===== src/rtl/busx_pkg.sv =====
package busx_pkg;

  typedef enum logic [2:0] {
    SRC_NONE = 3'd0,
    SRC_ADDR = 3'd1,
    SRC_PC   = 3'd2,
    SRC_DATA = 3'd3,
    SRC_ACC  = 3'd4,
    SRC_INST = 3'd5,
    SRC_TEMP = 3'd6,
    SRC_MEM  = 3'd7
  } bus_src_e;

  localparam int unsigned NUM_REQ  = 7;
  localparam int unsigned NUM_LIC  = 4;
  localparam int unsigned LIC_ADDR = 0;
  localparam int unsigned LIC_PC   = 1;
  localparam int unsigned LIC_DATA = 2;
  localparam int unsigned LIC_TEMP = 3;

endpackage


===== src/rtl/busx_rst_sync.sv =====
module busx_rst_sync (
  input  logic clk,
  input  logic rst_n,
  output logic rst_sync_n
);

  logic stage_q;

  always_ff @(posedge clk or negedge rst_n) begin
    if (!rst_n) begin
      stage_q    <= 1'b0;
      rst_sync_n <= 1'b0;
    end else begin
      stage_q    <= 1'b1;
      rst_sync_n <= stage_q;
    end
  end

endmodule


===== src/rtl/bus_src_enc.sv =====
module bus_src_enc #(
  parameter int unsigned N_REQ = 7,
  parameter int unsigned SEL_W = $clog2(N_REQ + 1)
) (
  input  logic [N_REQ-1:0] req,
  output logic [SEL_W-1:0] sel
);

  // Priority chain: each stage overrides the lower-numbered result.
  logic [SEL_W-1:0] chain [N_REQ+1];

  assign chain[0] = '0;

  for (genvar k = 0; k < N_REQ; k++) begin : g_stage
    assign chain[k+1] = req[k] ? SEL_W'(k + 1) : chain[k];
  end

  assign sel = chain[N_REQ];

endmodule


===== src/rtl/bus_src_mux.sv =====
module bus_src_mux import busx_pkg::*; #(
  parameter int unsigned DATA_W = 16,
  parameter int unsigned ADDR_W = 12
) (
  input  bus_src_e          sel,
  input  logic [ADDR_W-1:0] ar,
  input  logic [ADDR_W-1:0] pc,
  input  logic [DATA_W-1:0] dr,
  input  logic [DATA_W-1:0] acc,
  input  logic [DATA_W-1:0] ir,
  input  logic [DATA_W-1:0] tr,
  input  logic [DATA_W-1:0] mrd,
  output logic [DATA_W-1:0] bus
);

  localparam int unsigned PAD_W = DATA_W - ADDR_W;

  logic [DATA_W-1:0] ar_ext;
  logic [DATA_W-1:0] pc_ext;

  assign ar_ext = {{PAD_W{1'b0}}, ar};
  assign pc_ext = {{PAD_W{1'b0}}, pc};

  always_comb begin
    case (sel)
      SRC_ADDR: bus = ar_ext;
      SRC_PC:   bus = pc_ext;
      SRC_DATA: bus = dr;
      SRC_ACC:  bus = acc;
      SRC_INST: bus = ir;
      SRC_TEMP: bus = tr;
      SRC_MEM:  bus = mrd;
      default:  bus = '0;
    endcase
  end

endmodule


===== src/rtl/busx_reg.sv =====
module busx_reg #(
  parameter int unsigned W = 16
) (
  input  logic         clk,
  input  logic         rst_n,
  input  logic         clr,
  input  logic         ld,
  input  logic         inc,
  input  logic [W-1:0] d,
  output logic [W-1:0] q
);

  logic         en;
  logic [W-1:0] q_nxt;

  always_comb begin
    en = clr | ld | inc;
    if (clr) begin
      q_nxt = '0;
    end else if (ld) begin
      q_nxt = d;
    end else begin
      q_nxt = q + W'(1);
    end
  end

  always_ff @(posedge clk or negedge rst_n) begin
    if (!rst_n) begin
      q <= '0;
    end else if (en) begin
      q <= q_nxt;
    end
  end

endmodule


===== src/rtl/bus_xfer_core.sv =====
module bus_xfer_core import busx_pkg::*; #(
  parameter int unsigned DATA_W = 16,
  parameter int unsigned ADDR_W = 12,
  parameter int unsigned CHAR_W = 8
) (
  input  logic               clk,
  input  logic               rst_n,
  input  logic [NUM_REQ-1:0] src_req,
  input  logic [NUM_LIC-1:0] lic_ld,
  input  logic [NUM_LIC-1:0] lic_inc,
  input  logic [NUM_LIC-1:0] lic_clr,
  input  logic               ir_ld,
  input  logic               out_ld,
  input  logic               in_ld,
  input  logic [CHAR_W-1:0]  dev_char,
  input  logic [DATA_W-1:0]  acc_in,
  input  logic [DATA_W-1:0]  mem_rdata,
  output logic [DATA_W-1:0]  bus_o,
  output logic [2:0]         bus_sel_o,
  output logic [ADDR_W-1:0]  mem_addr,
  output logic [DATA_W-1:0]  mem_wdata,
  output logic [ADDR_W-1:0]  ar_q,
  output logic [ADDR_W-1:0]  pc_q,
  output logic [DATA_W-1:0]  dr_q,
  output logic [DATA_W-1:0]  ir_q,
  output logic [DATA_W-1:0]  tr_q,
  output logic [CHAR_W-1:0]  out_q,
  output logic [CHAR_W-1:0]  in_q
);

  logic              rst_core_n;
  logic [2:0]        sel_raw;
  bus_src_e          sel;
  logic [DATA_W-1:0] bus_w;

  busx_rst_sync u_rst (
    .clk        (clk),
    .rst_n      (rst_n),
    .rst_sync_n (rst_core_n)
  );

  bus_src_enc #(.N_REQ(NUM_REQ), .SEL_W(3)) u_enc (
    .req (src_req),
    .sel (sel_raw)
  );

  assign sel = bus_src_e'(sel_raw);

  bus_src_mux #(.DATA_W(DATA_W), .ADDR_W(ADDR_W)) u_mux (
    .sel (sel),
    .ar  (ar_q),
    .pc  (pc_q),
    .dr  (dr_q),
    .acc (acc_in),
    .ir  (ir_q),
    .tr  (tr_q),
    .mrd (mem_rdata),
    .bus (bus_w)
  );

  busx_reg #(.W(ADDR_W)) u_ar (
    .clk (clk), .rst_n (rst_core_n),
    .clr (lic_clr[LIC_ADDR]), .ld (lic_ld[LIC_ADDR]), .inc (lic_inc[LIC_ADDR]),
    .d   (bus_w[ADDR_W-1:0]), .q (ar_q)
  );

  busx_reg #(.W(ADDR_W)) u_pc (
    .clk (clk), .rst_n (rst_core_n),
    .clr (lic_clr[LIC_PC]), .ld (lic_ld[LIC_PC]), .inc (lic_inc[LIC_PC]),
    .d   (bus_w[ADDR_W-1:0]), .q (pc_q)
  );

  busx_reg #(.W(DATA_W)) u_dr (
    .clk (clk), .rst_n (rst_core_n),
    .clr (lic_clr[LIC_DATA]), .ld (lic_ld[LIC_DATA]), .inc (lic_inc[LIC_DATA]),
    .d   (bus_w), .q (dr_q)
  );

  busx_reg #(.W(DATA_W)) u_tr (
    .clk (clk), .rst_n (rst_core_n),
    .clr (lic_clr[LIC_TEMP]), .ld (lic_ld[LIC_TEMP]), .inc (lic_inc[LIC_TEMP]),
    .d   (bus_w), .q (tr_q)
  );

  busx_reg #(.W(DATA_W)) u_ir (
    .clk (clk), .rst_n (rst_core_n),
    .clr (1'b0), .ld (ir_ld), .inc (1'b0),
    .d   (bus_w), .q (ir_q)
  );

  busx_reg #(.W(CHAR_W)) u_out (
    .clk (clk), .rst_n (rst_core_n),
    .clr (1'b0), .ld (out_ld), .inc (1'b0),
    .d   (bus_w[CHAR_W-1:0]), .q (out_q)
  );

  busx_reg #(.W(CHAR_W)) u_in (
    .clk (clk), .rst_n (rst_core_n),
    .clr (1'b0), .ld (in_ld), .inc (1'b0),
    .d   (dev_char), .q (in_q)
  );

  assign bus_o     = bus_w;
  assign bus_sel_o = sel_raw;
  assign mem_addr  = ar_q;
  assign mem_wdata = bus_w;

endmodule


===== config.mk =====
export PLATFORM = sky130hd
export DESIGN_NAME = bus_xfer_core
export DESIGN_NICKNAME = d
export VERILOG_FILES = /design/src/rtl/busx_pkg.sv /design/src/rtl/busx_rst_sync.sv /design/src/rtl/bus_src_enc.sv /design/src/rtl/bus_src_mux.sv /design/src/rtl/busx_reg.sv /design/src/rtl/bus_xfer_core.sv
export SDC_FILE = /design/constraint.sdc
export NUM_CORES = 1
export LEC_CHECK = 0
export ABC_AREA = 1
export BUFFER_PORTS_ARGS = -buffer_cell sky130_fd_sc_hd__buf_4
export CELL_PAD_IN_SITES_DETAIL_PLACEMENT = 0
export CELL_PAD_IN_SITES_GLOBAL_PLACEMENT = 1
export CORE_ASPECT_RATIO = 2
export CORE_MARGIN = 2
export CORE_UTILIZATION = 37
export DETAILED_ROUTE_END_ITERATION = 16
export GPL_ROUTABILITY_DRIVEN = 0
export GPL_TIMING_DRIVEN = 0
export PLACE_DENSITY_LB_ADDON = 0.05
export SKIP_LAST_GASP = 1
export SYNTH_ARGS = -nofsm -noshare
export SYNTH_HDL_FRONTEND = slang
export SYNTH_SLANG_ARGS = --single-unit

===== constraint.sdc =====
create_clock -name clk -period 3.9 [get_ports clk]
set_clock_uncertainty 0.05 [all_clocks]
set_input_delay 0.78 -clock clk [delete_from_list [all_inputs] [get_ports clk]]
set_output_delay 0.78 -clock clk [all_outputs]
set_load 0.005 [all_outputs]

Word-level counts from Yosys, hierarchy flattened
Cells that the tools add are included.
Word-level totals
  flip-flop bits (word level): 90
  ROM bits: 0
  bits in writable memories: 0
  bits in latches: 0
  memories: 0
  output and inout bits: 135
  logic and storage cells: 44
  input port bits: 64
Operators by class
  mux-type cells: 16
  $add $sub $neg: 4
  equality and inequality tests: 7
  $mul: 0
  reductions and logical operators: 0
  magnitude comparators: 0
  div/mod/pow operators: 0
  shifts and indexed selects: 0
  bitwise gates (word level): 8
Operators with widths (number)
  16-bit one-hot mux with 7 select lines: 1
  16-bit two-way mux: 4
  12-bit two-way mux: 4
  16-bit by 1-bit adder with 16-bit output (second input constant): 2
  12-bit by 1-bit adder with 12-bit output (second input constant): 2
  3-bit two-way mux: 6
  3-bit equality test (second input constant): 4
  1-bit OR: 8
  3-bit by 2-bit equality test with 1-bit output (second input constant): 2
  3-bit by 1-bit equality test with 1-bit output (second input constant): 1
  1-bit two-way mux: 1

Longest topological paths before layout
Gate-level depths: netlist of run 1.
  depth in word-level cells: 11
  gate-level depth with buffers: 14
  depth with buffers taken out: 13

Cells and area by module
A second synthesis of run 1 with hierarchy kept.
Second synthesis, totals
  cells, all modules: 1254
  area total of the unflattened synthesis: 7950.1 um^2
Modules (own cells, without submodules)
  busx_reg at u_dr ...: seq. area each 400.4 um^2, instances 3, area each 1192.4 um^2, cells each 179
  busx_reg at u_ar ...: seq. area each 300.3 um^2, instances 2, area each 873.3 um^2, cells each 128
  bus_src_mux: seq. area each 0.0 um^2, instances 1, area each 1191.1 um^2, cells each 246
  busx_reg at u_in ...: seq. area each 200.2 um^2, instances 2, area each 551.8 um^2, cells each 84
  bus_xfer_core: seq. area each 0.0 um^2, instances 1, area each 214.0 um^2, cells each 29
  bus_src_enc: seq. area each 0.0 um^2, instances 1, area each 63.8 um^2, cells each 15
  busx_rst_sync: seq. area each 50.0 um^2, instances 1, area each 53.8 um^2, cells each 3

Worst setup path before layout of run 1
No wires, ideal clock.
  path kind: input port to output port
  start: in src_req[6]
  end: out mem_wdata[9]
  required time: 3.070 ns
  buffers on the path: 2
  slack: 1.193 ns
  stages on the path: 11
  arrival time: 1.877 ns
  cell sequence: buf_6 -> nor2_8 -> inv_2 -> nor2_4 -> nand2_4 -> nor2_1 -> nor2_4 -> o21ai_4 -> nor2_4 -> inv_1 -> buf_4
On the way
  word-level cells in the longest chain between the ends: 3
RTL lines
  start: declaration: RTL line bus_xfer_core.sv:8  | input logic [NUM_REQ-1:0] src_req,
  3-bit two-way mux (*): RTL line bus_src_enc.sv:15  | assign chain[k+1] = req[k] ? SEL_W'(k + 1) : chain[k];
  3-bit equality test, or another cell as far along: RTL line bus_src_mux.sv:25  | case (sel)
  16-bit one-hot mux with 7 select lines (*): RTL line bus_src_mux.sv:25
  end: declaration: RTL line bus_xfer_core.sv:21  | output logic [DATA_W-1:0] mem_wdata,
Mark *: on every way between the ends. The rest lies on a longest branch, timed or not.

Worst setup path after layout of run 1
  start: in src_req[1]
  end: out mem_wdata[5]
On the way
  word-level cells in the longest chain between the ends: 8
RTL lines (RTL line)
  3-bit two-way mux (*) (6 in a row): bus_src_enc.sv:15
  3-bit equality test, or another cell as far along: bus_src_mux.sv:25
  16-bit one-hot mux with 7 select lines (*): bus_src_mux.sv:25
Marks and branches as above.

==> results of run 1 <==
-- state kept, by name, summed over array words and instances, names as in the netlist --
name and flops:
u_tr.q 16, u_pc.q 12, u_ir.q 16, u_out.q 8
u_rst.rst_sync_n 1, u_rst.stage_q 1, u_dr.q 16, u_in.q 8
u_ar.q 12
-- layer usage --
layer / part of all wire [%] / up-vias / wire (um)
li1: - / 3357 / -
met1: 41 / 3168 / 9870
met2: 51 / 217 / 12300
met3: 5.0 / 31 / 1200
met4: 3.1 / 0 / 754
met5: 0 / - / 0
-- final cells by class --
type | instances | area [um2] | area share (%)
Multi-Input combinational cell | 679 | 3550 | 41.2
Sequential cell | 90 | 2260 | 26.2
Timing Repair Buffer | 192 | 1460 | 17.0
Buffer | 62 | 398 | 4.62
Inverter | 99 | 374 | 4.34
Tap cell | 213 | 267 | 3.09
Clock buffer | 10 | 239 | 2.77
Clock inverter | 6 | 66.3 | 0.770
-- synth_stat cells, types with 3 or more instances --
cell type / n / area (um2)
inv_2: 13 / 48.8
nand2_1: 319 / 1200
mux2_2: 8 / 90.1
nor3_1: 12 / 60.1
buf_2: 12 / 60.1
ha_1: 4 / 50.1
o21ai_2: 3 / 26.3
nand2_2: 5 / 31.3
or2_2: 5 / 31.3
buf_4: 29 / 218
o21ai_0: 28 / 140
nand3_1: 49 / 245
a21oi_1: 48 / 240
nand2_4: 5 / 56.3
nor2_4: 18 / 203
o21ai_4: 4 / 65.1
clkbuf_1: 13 / 48.8
nor2_1: 55 / 206
nand3_2: 3 / 30.0
o21ai_1: 24 / 120
inv_1: 83 / 312
nor2_2: 7 / 43.8
buf_6: 3 / 33.8
xnor2_1: 4 / 35.0
dfrtp_1: 90 / 2250
nand4_1: 27 / 169
a31oi_1: 5 / 31.3
xor2_1: 20 / 175
-- worst max path at each step --
stage,startpoint,to,slack [ns],cells past startpoint
after floorplan,u_rst.rst_sync_n$_DFF_PN0_,u_ar.q[0]$_DFFE_PN0P_,1.16,0
after global placement,u_rst.rst_sync_n$_DFF_PN0_,u_ar.q[0]$_DFFE_PN0P_,-0.36,0
after detailed placement,src_req[1],mem_wdata[5],0.33,13
after CTS,src_req[1],mem_wdata[5],0.33,13
after global routing,src_req[1],mem_wdata[5],0.21,13
final,src_req[1],mem_wdata[5],0.29,13
-- where the power goes --
part           switching, W  total, W  internal (W)
Combinational      0.000429  0.000817      0.000388
Clock              0.000417  0.000932      0.000515
Sequential         0.000131   0.00116       0.00103
-- cell families after synthesis --
family / Yosys count / share of synthesized area (%)
fa+ha+maj: 4 / 0.761
flops: 90 / 34.3
xor+xnor: 24 / 3.20
simple gates: 517 / 37.2
buf+inv: 161 / 11.7
mux: 8 / 1.37
other cells: 1 / 0.0570
compound gates: 125 / 11.5
-- through the flow --
step	hold slack, ns	instance area, um2	util (%)
6_report	0.144	8610	48.9
5_1_grt	0.136	8610	48.9
4_1_cts	0.132	8610	48.9
3_5_place_dp	0.286	8310	47.2
3_3_place_gp	0.289	8280	47.0
2_1_floorplan	0.281	6580	-
==> flow_summary.toml, run 1 <==
[detailed_routing]
drt_iter0_drc = 308
wire_per_inst_um = 17.9
routed_via_density = 5.01
drt-pass1-iter-count = 5
totalWireLength_mm = 24.1
drc = 0
antenna_left = 0
vias = 6773

[final_layout]
drive_gt1_share_pct = 29.9
antenna_cells = 0
final_common_cell = "nand2_1"
area_growth_syn_to_layout_pct = 31.0
final_cells = 1351
final_cell_mix = "319 x nand2_1, 220 x buf_4, 89 x dfrtp_1"
n_fill_cell = 1852
nets = 1201

[cts]
clk_pin_slew_ns = 0.07
clock-sinks = 90
postCtsHoldBufs = 0
clockRootBuffer = "clkbuf_16"
cts_tree = "built"
cts_max_level = 3
cts_setup_buffers = 0
numCtsBuffers = 9
cts_resized = 0
clockBufferDepth = 2
clock_latency_ns = 0.36

[synthesis]
syn_area_um2 = 6580
syn_nets = 998
synth-async-reset-ratio_pct = 100
ys.flop_type = "dfrtp_1"
synth.avg_cell_area_um2 = 7.07
synth-seq-cells = 90
synth.distinct_cells = 50
yosys_warnings = 0
yosysSeqAreaShare_pct = 34.3
netlist_instances = 930
synth-edff-count = 0

[critical_path]
cp-start-kind = "primary input"
cp.arrival_ns = 2.78
r2r_slack_ns = 1.89
path_class = "primary input to primary output"
r2r-start = "u_tr.q[5]$_DFFE_PN0P_"
crit_fanout = 9
path_delay_family = "simple AND/OR/NAND/NOR gates"
crit_required_ns = 3.07
critPathCaptureType = "primary output"
worst_r2r_path_depth = 6
worstPathCellList = "buf_4, inv_1, nand2_1, nand2_1, nand2_4, nand2_8, nand2_8, nand4_4, nor2_1, nor2_1, nand2_1, buf_4, buf_4"
slowest_stage = "nor2_1"
slowest_delay_ns = 0.60
path_buf_inv = 4
worst_r2r_endpoint = "u_ir.q[5]$_DFFE_PN0P_"

[global_route]
use_met3_pct = 3.04
grt_pass1_vias = 6530
antenna_found_initial = 0
grt_max_degree = 49
grt-ovfl-total = 0
met2_usage_pct = 44.2
track_usage_pct = 25.3
grt_pass1_wl_mm = 36.8
gr-usage-met1_pct = 31.8
busiest_layer = "met2"

[sta]
fin_crit_sh_pct = 92.5
slew_violations = 0
setup-tns-final_ns = 0
worst_slack_ns = 0.293
finalHoldViolations = 0
worst_slew_pin_slew_ns = 0.785
fin_crit_ns = 3.61
clock.fmax_mhz = 277
setup_viol = 0
slew_headroom_pct = 47.5
grt_setup_unrepaired = "no"

[floorplanning]
dieWidth_um = 98.3
coreArea_um2 = 17600
dieArea_um2 = 18900
std_cell_rows = 69
io_pins = 199
fp.dieH_um = 193
start_util_pct = 37.3

[power]
power_density_nw_per_um2 = 337
leakagePower_nw = 4.46
vdd_drop_max_v = 0.000199
power.total_w = 0.00291

[placed_design]
portBuffers = 191
dpl_worst_slack_ns = 0.334
hpwl_mm = 18.4
dp.cells = 1335

[run]
maxCapViolCount = 0

[status]
outcome = "completed"

[hold_path]
hold_path_class = "primary input to asynchronous set/reset pin"
Note: power is estimated with default switching activity, not from simulation.
==> run 2: changes to the inputs <==
--- a/config.mk
+++ b/config.mk
@@ -6,13 +6,13 @@
 export NUM_CORES = 1
 export LEC_CHECK = 0
 export ABC_AREA = 1
-export BUFFER_PORTS_ARGS = -buffer_cell sky130_fd_sc_hd__buf_4
 export CELL_PAD_IN_SITES_DETAIL_PLACEMENT = 0
 export CELL_PAD_IN_SITES_GLOBAL_PLACEMENT = 1
 export CORE_ASPECT_RATIO = 2
 export CORE_MARGIN = 2
-export CORE_UTILIZATION = 37
+export CORE_UTILIZATION = 45
 export DETAILED_ROUTE_END_ITERATION = 16
+export DONT_BUFFER_PORTS = 1
 export GPL_ROUTABILITY_DRIVEN = 0
 export GPL_TIMING_DRIVEN = 0
 export PLACE_DENSITY_LB_ADDON = 0.05
==> run 2 against run 1 <==
Effect of this change:
- via count fell by 8.0%
- non-clock buffer count shrank 191
- critical path depth down 2
- combinational power fell by 33%
- first-iteration DRC count shrank 8.1%
- routed wire length decreased by 5.7%
- flip-flop and latch count is the same
- global-route usage grew 4.3 points
- utilization increased by 0.80 points
- worst setup slack better by 0.29 ns
- critical path type unchanged
==> flow_summary.toml, run 2 (synthesis gave the netlist of run 1 again) <==
[status]
outcome = "completed"

[cts]
cts_max_level = 3
cts_tree = "built"
numCtsBuffers = 9
clock-sinks = 90
clk_pin_slew_ns = 0.07
clock_latency_ns = 0.36
cts_resized = 0
clockBufferDepth = 2
postCtsHoldBufs = 0
clockRootBuffer = "clkbuf_16"
cts_setup_buffers = 0

[final_layout]
final_cell_mix = "319 x nand2_1, 89 x dfrtp_1, 83 x inv_1"
area_growth_syn_to_layout_pct = 8.47
final_area_um2 = 7130
antenna_cells = 0
final_common_cell = "nand2_1"
nets = 1010
drive_gt1_share_pct = 15.7
reg_top3 = "u_dr.q x16, u_ir.q x16, u_tr.q x16"

[sta]
finalHoldViolations = 0
fin_crit_sh_pct = 85.0
setup_viol = 0
holdWs_ns = 0.0603
slew_violations = 0
fin_crit_ns = 3.32
setup-tns-final_ns = 0
clock.fmax_mhz = 302
worst_slew_pin_slew_ns = 0.698
grt_setup_unrepaired = "no"
slew_headroom_pct = 53.3

[critical_path]
worst_r2r_path_depth = 10
slowest_stage = "nor2_1"
slowest_delay_ns = 0.54
crit_fanout = 9
worstPathCellList = "inv_1, nand2_1, nand2_1, nand2_4, nand2_8, nand2_8, nand4_4, nor2_1, nor2_1, nand2_1, buf_4"
cp.arrival_ns = 2.49
crit_required_ns = 3.07
crit_top_cell = "nand2_1"
critPathCaptureType = "primary output"
cp-start-kind = "primary input"
path_class = "primary input to primary output"

[global_route]
track_usage_pct = 29.6
grt-ovfl-total = 0
antenna_found_initial = 0
grt_pass1_vias = 6306
grt_pass1_wl_mm = 34.8
grt_max_degree = 53

[detailed_routing]
antenna_left = 0
vias = 6229
drc = 0
drt_iter0_drc = 283
routed_via_density = 5.47
met2_length_mm = 12.2
drt-pass1-iter-count = 5
top_layer = "met4"
wire_per_inst_um = 20.0
met1Wirelength_mm = 8.05
totalWireLength_mm = 22.8
wl_met3_mm = 1.55

[floorplanning]
io_pins = 199
dieArea_um2 = 15700
fp.dieH_um = 175
coreArea_um2 = 14400
start_util_pct = 45.8
dieWidth_um = 89.5
std_cell_rows = 62

[placed_design]
hpwl_mm = 17.7
portBuffers = 0
post_dp_cell_area_um2 = 6850

[power]
vdd_drop_max_v = 0.000242
power_density_nw_per_um2 = 363
leakagePower_nw = 3.50

[run]
maxCapViolCount = 0

[hold_path]
hold_path_class = "primary input to asynchronous set/reset pin"
## run 2: cell count changes in the layout (fill, tap and decap cells not counted)
| cell | before | now |
|---|---|---|
| clkinv_2 | 1 | 0 |
| inv_6 | 0 | 4 |
| buf_4 | 220 | 29 |
| clkbuf_8 | 1 | 0 |
| clkinv_4 | 1 | 2 |
| bufinv_16 | 1 | 0 |
| clkinvlp_4 | 3 | 1 |
## run 2: stage by stage
stage	total power, W	worst slack [ns]	util, %	instances
after floorplan	0.00156	1.16	-	930
after global placement	0.00174	-0.0252	47.5	1122
after detailed placement	0.00175	0.640	47.7	1123
after CTS	0.00261	0.631	49.7	1139
after global routing	0.00273	0.539	49.7	1139
final	0.00259	0.584	49.7	1139
## run 2: layout make-up
type / count / area (um2)
Clock buffer: 9 / 225
Tap cell: 192 / 240
Clock inverter: 7 / 60.1
Timing Repair Buffer: 1 / 27.5
Multi-Input combinational cell: 679 / 3550
Fill cell: 1492 / 7220
Buffer: 62 / 398
Inverter: 99 / 374
Sequential cell: 90 / 2260
## run 2: worst max-delay path, delay by kind of cell
| kind | cells | cell delay, ns |
|---|---|---|
| AND/OR/NAND/NOR | 9 | 1.41 |
| buffers and inverters | 2 | 0.30 |
## run 2: worst paths after layout
path / to / startpoint / slack, ns
worst max register to register: u_dr.q[10]$_DFFE_PN0P_ / u_dr.q[1]$_DFFE_PN0P_ / 1.91
worst min-delay path: u_rst.rst_sync_n$_DFF_PN0_ / rst_n / 0.06
min in group clk: u_rst.rst_sync_n$_DFF_PN0_ / u_rst.stage_q$_DFF_PN0_ / 0.31
worst min register to register: u_tr.q[10]$_DFFE_PN0P_ / u_rst.rst_sync_n$_DFF_PN0_ / 0.27
max in group asynchronous: u_ar.q[5]$_DFFE_PN0P_ / u_rst.rst_sync_n$_DFF_PN0_ / 2.88
worst max-delay path: mem_wdata[5] / src_req[1] / 0.58
## run 2: power by group
part | switching [W] | total (W) | internal [W]
clock network | 0.000416 | 0.000859 | 0.000444
registers | 0.000162 | 0.00119 | 0.00103
logic | 0.000353 | 0.000545 | 0.000192
## run 2: routing by layer
layer | up-vias | track usage, %
met4 | 0 | 13.0
met2 | 275 | 53.2
met3 | 39 | 6.33
met5 | - | 0
li1 | 2972 | -
met1 | 2943 | 31.9
==> run 3: changes to the inputs <==
--- a/config.mk
+++ b/config.mk
@@ -19,4 +19,5 @@
 export SKIP_LAST_GASP = 1
 export SYNTH_ARGS = -nofsm -noshare
 export SYNTH_HDL_FRONTEND = slang
+export SYNTH_HIERARCHICAL = 1
 export SYNTH_SLANG_ARGS = --single-unit
==> run 3 against run 2 <==
Effect of this change:
- count of clock-buffer cells in the layout up 2
- die area up 20%
- critical path depth up 3
- largest cell class unchanged
==> flow_summary.toml, run 3 <==
[status]
outcome = "completed"

[detailed_routing]
vias = 8263
totalWireLength_mm = 29.8
wire_per_inst_um = 20.0
antenna_left = 0
drc = 0
routed_via_density = 5.55
drt-pass1-iter-count = 4
drt_iter0_drc = 499

[sta]
worst_slew_pin_slew_ns = 0.706
fin_crit_sh_pct = 93.1
slew_headroom_pct = 52.8
worst_slack_ns = 0.267
fin_crit_ns = 3.63
grt_setup_unrepaired = "no"
finalHoldViolations = 0
clock.fmax_mhz = 275
setup_viol = 0
slew_violations = 0

[synthesis]
synth.avg_cell_area_um2 = 6.34
synth-seq-cells = 90
synth_largest_area_cell = "dfrtp_1"
netlist_instances = 1254
synth-edff-count = 0
ys.flop_type = "dfrtp_1"
yosysSeqAreaShare_pct = 28.3
synthTopCellsByCount = "341 x nand2_1, 237 x nor2_1, 102 x inv_1, 100 x nand3_1, 90 x dfrtp_1"
post-synth-top-count-cell = "nand2_1"
synth_area_leaders = "dfrtp_1 28%, nand2_1 16%, nor2_1 11%, nand4_1 7.0%, nand3_1 6.3%"
syn_area_um2 = 7950
yosys_warnings = 6
synth.distinct_cells = 31
synth_top_area_share_pct = 28.3
synth-async-reset-ratio_pct = 100

[power]
seq_power_share_pct = 43.7
p_comb_share_pct = 23.3
vdd_drop_max_v = 0.000196
leakagePower_nw = 4.08
internal_power_w = 0.00175
clockPowerShare_pct = 33.0
swShare_pct = 36.5
power_density_nw_per_um2 = 321
switchingPower_w = 0.00100
power.total_w = 0.00275

[final_layout]
final_util_pct = 49.7
antenna_cells = 0
n_fill_cell = 1858
drive_gt1_share_pct = 13.8
nets = 1346
final_cells = 1490
multi_input_area_um2 = 4710
reg_top3 = "u_dr/q x16, u_ir/q x16, u_tr/q x16"
final_cell_mix = "341 x nand2_1, 237 x nor2_1, 102 x inv_1"
regArea_um2 = 2260
final_area_um2 = 8580
final_common_cell = "nand2_1"
area_growth_syn_to_layout_pct = 7.87

[run]
maxCapViolCount = 0

[floorplanning]
io_pins = 199
dieArea_um2 = 18800
start_util_pct = 46.0
dieWidth_um = 98.0
coreArea_um2 = 17300
fp.dieH_um = 192
std_cell_rows = 68

[cts]
cts_max_level = 3
clock-sinks = 90
clock_latency_ns = 0.35
cts_resized = 0
cts_setup_buffers = 0
postCtsHoldBufs = 0
clk_pin_slew_ns = 0.07
clockRootBuffer = "clkbuf_16"
cts_tree = "built"
clockBufferDepth = 2
numCtsBuffers = 9

[global_route]
grt-ovfl-total = 0
grt_pass1_vias = 8022
grt_pass1_wl_mm = 45.2
antenna_found_initial = 0
grt_max_degree = 55
track_usage_pct = 31.3

[critical_path]
crit_fanout = 10
cp.arrival_ns = 2.80
path_class = "primary input to primary output"
cp-start-kind = "primary input"
critPathCaptureType = "primary output"
crit_required_ns = 3.07

[placed_design]
post_dp_cell_area_um2 = 8280
dpl_worst_slack_ns = 0.308
portBuffers = 0
dp.cells = 1474
hpwl_mm = 22.6

[hold_path]
hold_path_class = "primary input to asynchronous set/reset pin"
==> run 3: critical path: stages <==
cell	delay, ns
inv_1	0.02
nand2_1	0.05
nand2_1	0.04
nand2_1	0.05
nand2_1	0.04
nand2_1	0.05
nand2_1	0.22
inv_2	0.21
buf_2	0.25
nand4_1	0.17
nand2_1	0.12
nor2_1	0.05
nand2_1	0.52
buf_4	0.23
==> run 3: path summary, 6_finish.rpt <==
| path | cells after the start | startpoint | end | slack [ns] |
|---|---|---|---|---|
| worst max-delay path | 14 | src_req[1] | mem_wdata[6] | 0.27 |
| worst min-delay path | 0 | rst_n | u_rst/rst_sync_n$_DFF_PN0_ | 0.07 |
| worst max register to register | 8 | u_ir/q[6]$_DFFE_PN0P_ | u_pc/q[6]$_DFFE_PN0P_ | 2.00 |
| worst min register to register | 0 | u_rst/rst_sync_n$_DFF_PN0_ | u_ir/q[5]$_DFFE_PN0P_ | 0.27 |
| max in group asynchronous | 1 | u_rst/rst_sync_n$_DFF_PN0_ | u_out/q[5]$_DFFE_PN0P_ | 2.82 |
| min in group clk | 0 | u_rst/stage_q$_DFF_PN0_ | u_rst/rst_sync_n$_DFF_PN0_ | 0.31 |
==> run 3: per-layer routing <==
metal  vias to the layer above  global-route usage [%]  share of wire [%]
met2                       269                    61.1                 55
li1                       4071                       -                  -
met4                         0                    12.3                3.4
met5                         -                       0                  0
met1                      3864                    31.3                 35
met3                        59                    7.13                7.2
==> run 3: logic make-up after synthesis <==
kind of cell	Yosys count	synth area share, %
AND/OR/NAND/NOR	837	47.7
buffers and inverters	199	12.9
AO/OA/AOI/OAI	97	7.40
flip-flops	90	28.3
XOR/XNOR	22	2.42
adder cells (fa/ha/maj)	7	1.10
other	2	0.0945
==> run 3: power by group through the flow <==
stage	clock, W	sequential (W)	combinational (W)
6_report	0.000909	0.00120	0.000641
5_1_grt	0.000965	0.00122	0.000713
3_5_place_dp	0	0.00122	0.000636
2_1_floorplan	0	0.00115	0.000464
3_3_place_gp	0	0.00123	0.000615
4_1_cts	0.000929	0.00120	0.000639
==> run 3: through the flow <==
stage               TNS, ns  hold slack (ns)
detailed placement        0            0.285
finish                    0           0.0659
global route              0           0.0468
global placement     -21.51            0.286
CTS                       0           0.0547
floorplan                 0            0.281
==> run 3: layout make-up <==
| class | count | share of cell area [%] |
|---|---|---|
| well taps | 210 | 3.06 |
| repair buffers | 1 | 0.321 |
| plain buffers | 77 | 6.57 |
| multi-input cells | 974 | 54.9 |
| clock inverters | 5 | 0.642 |
| inverters | 122 | 5.40 |
| clock buffers | 11 | 2.83 |
| flip-flops and latches | 90 | 26.3 |
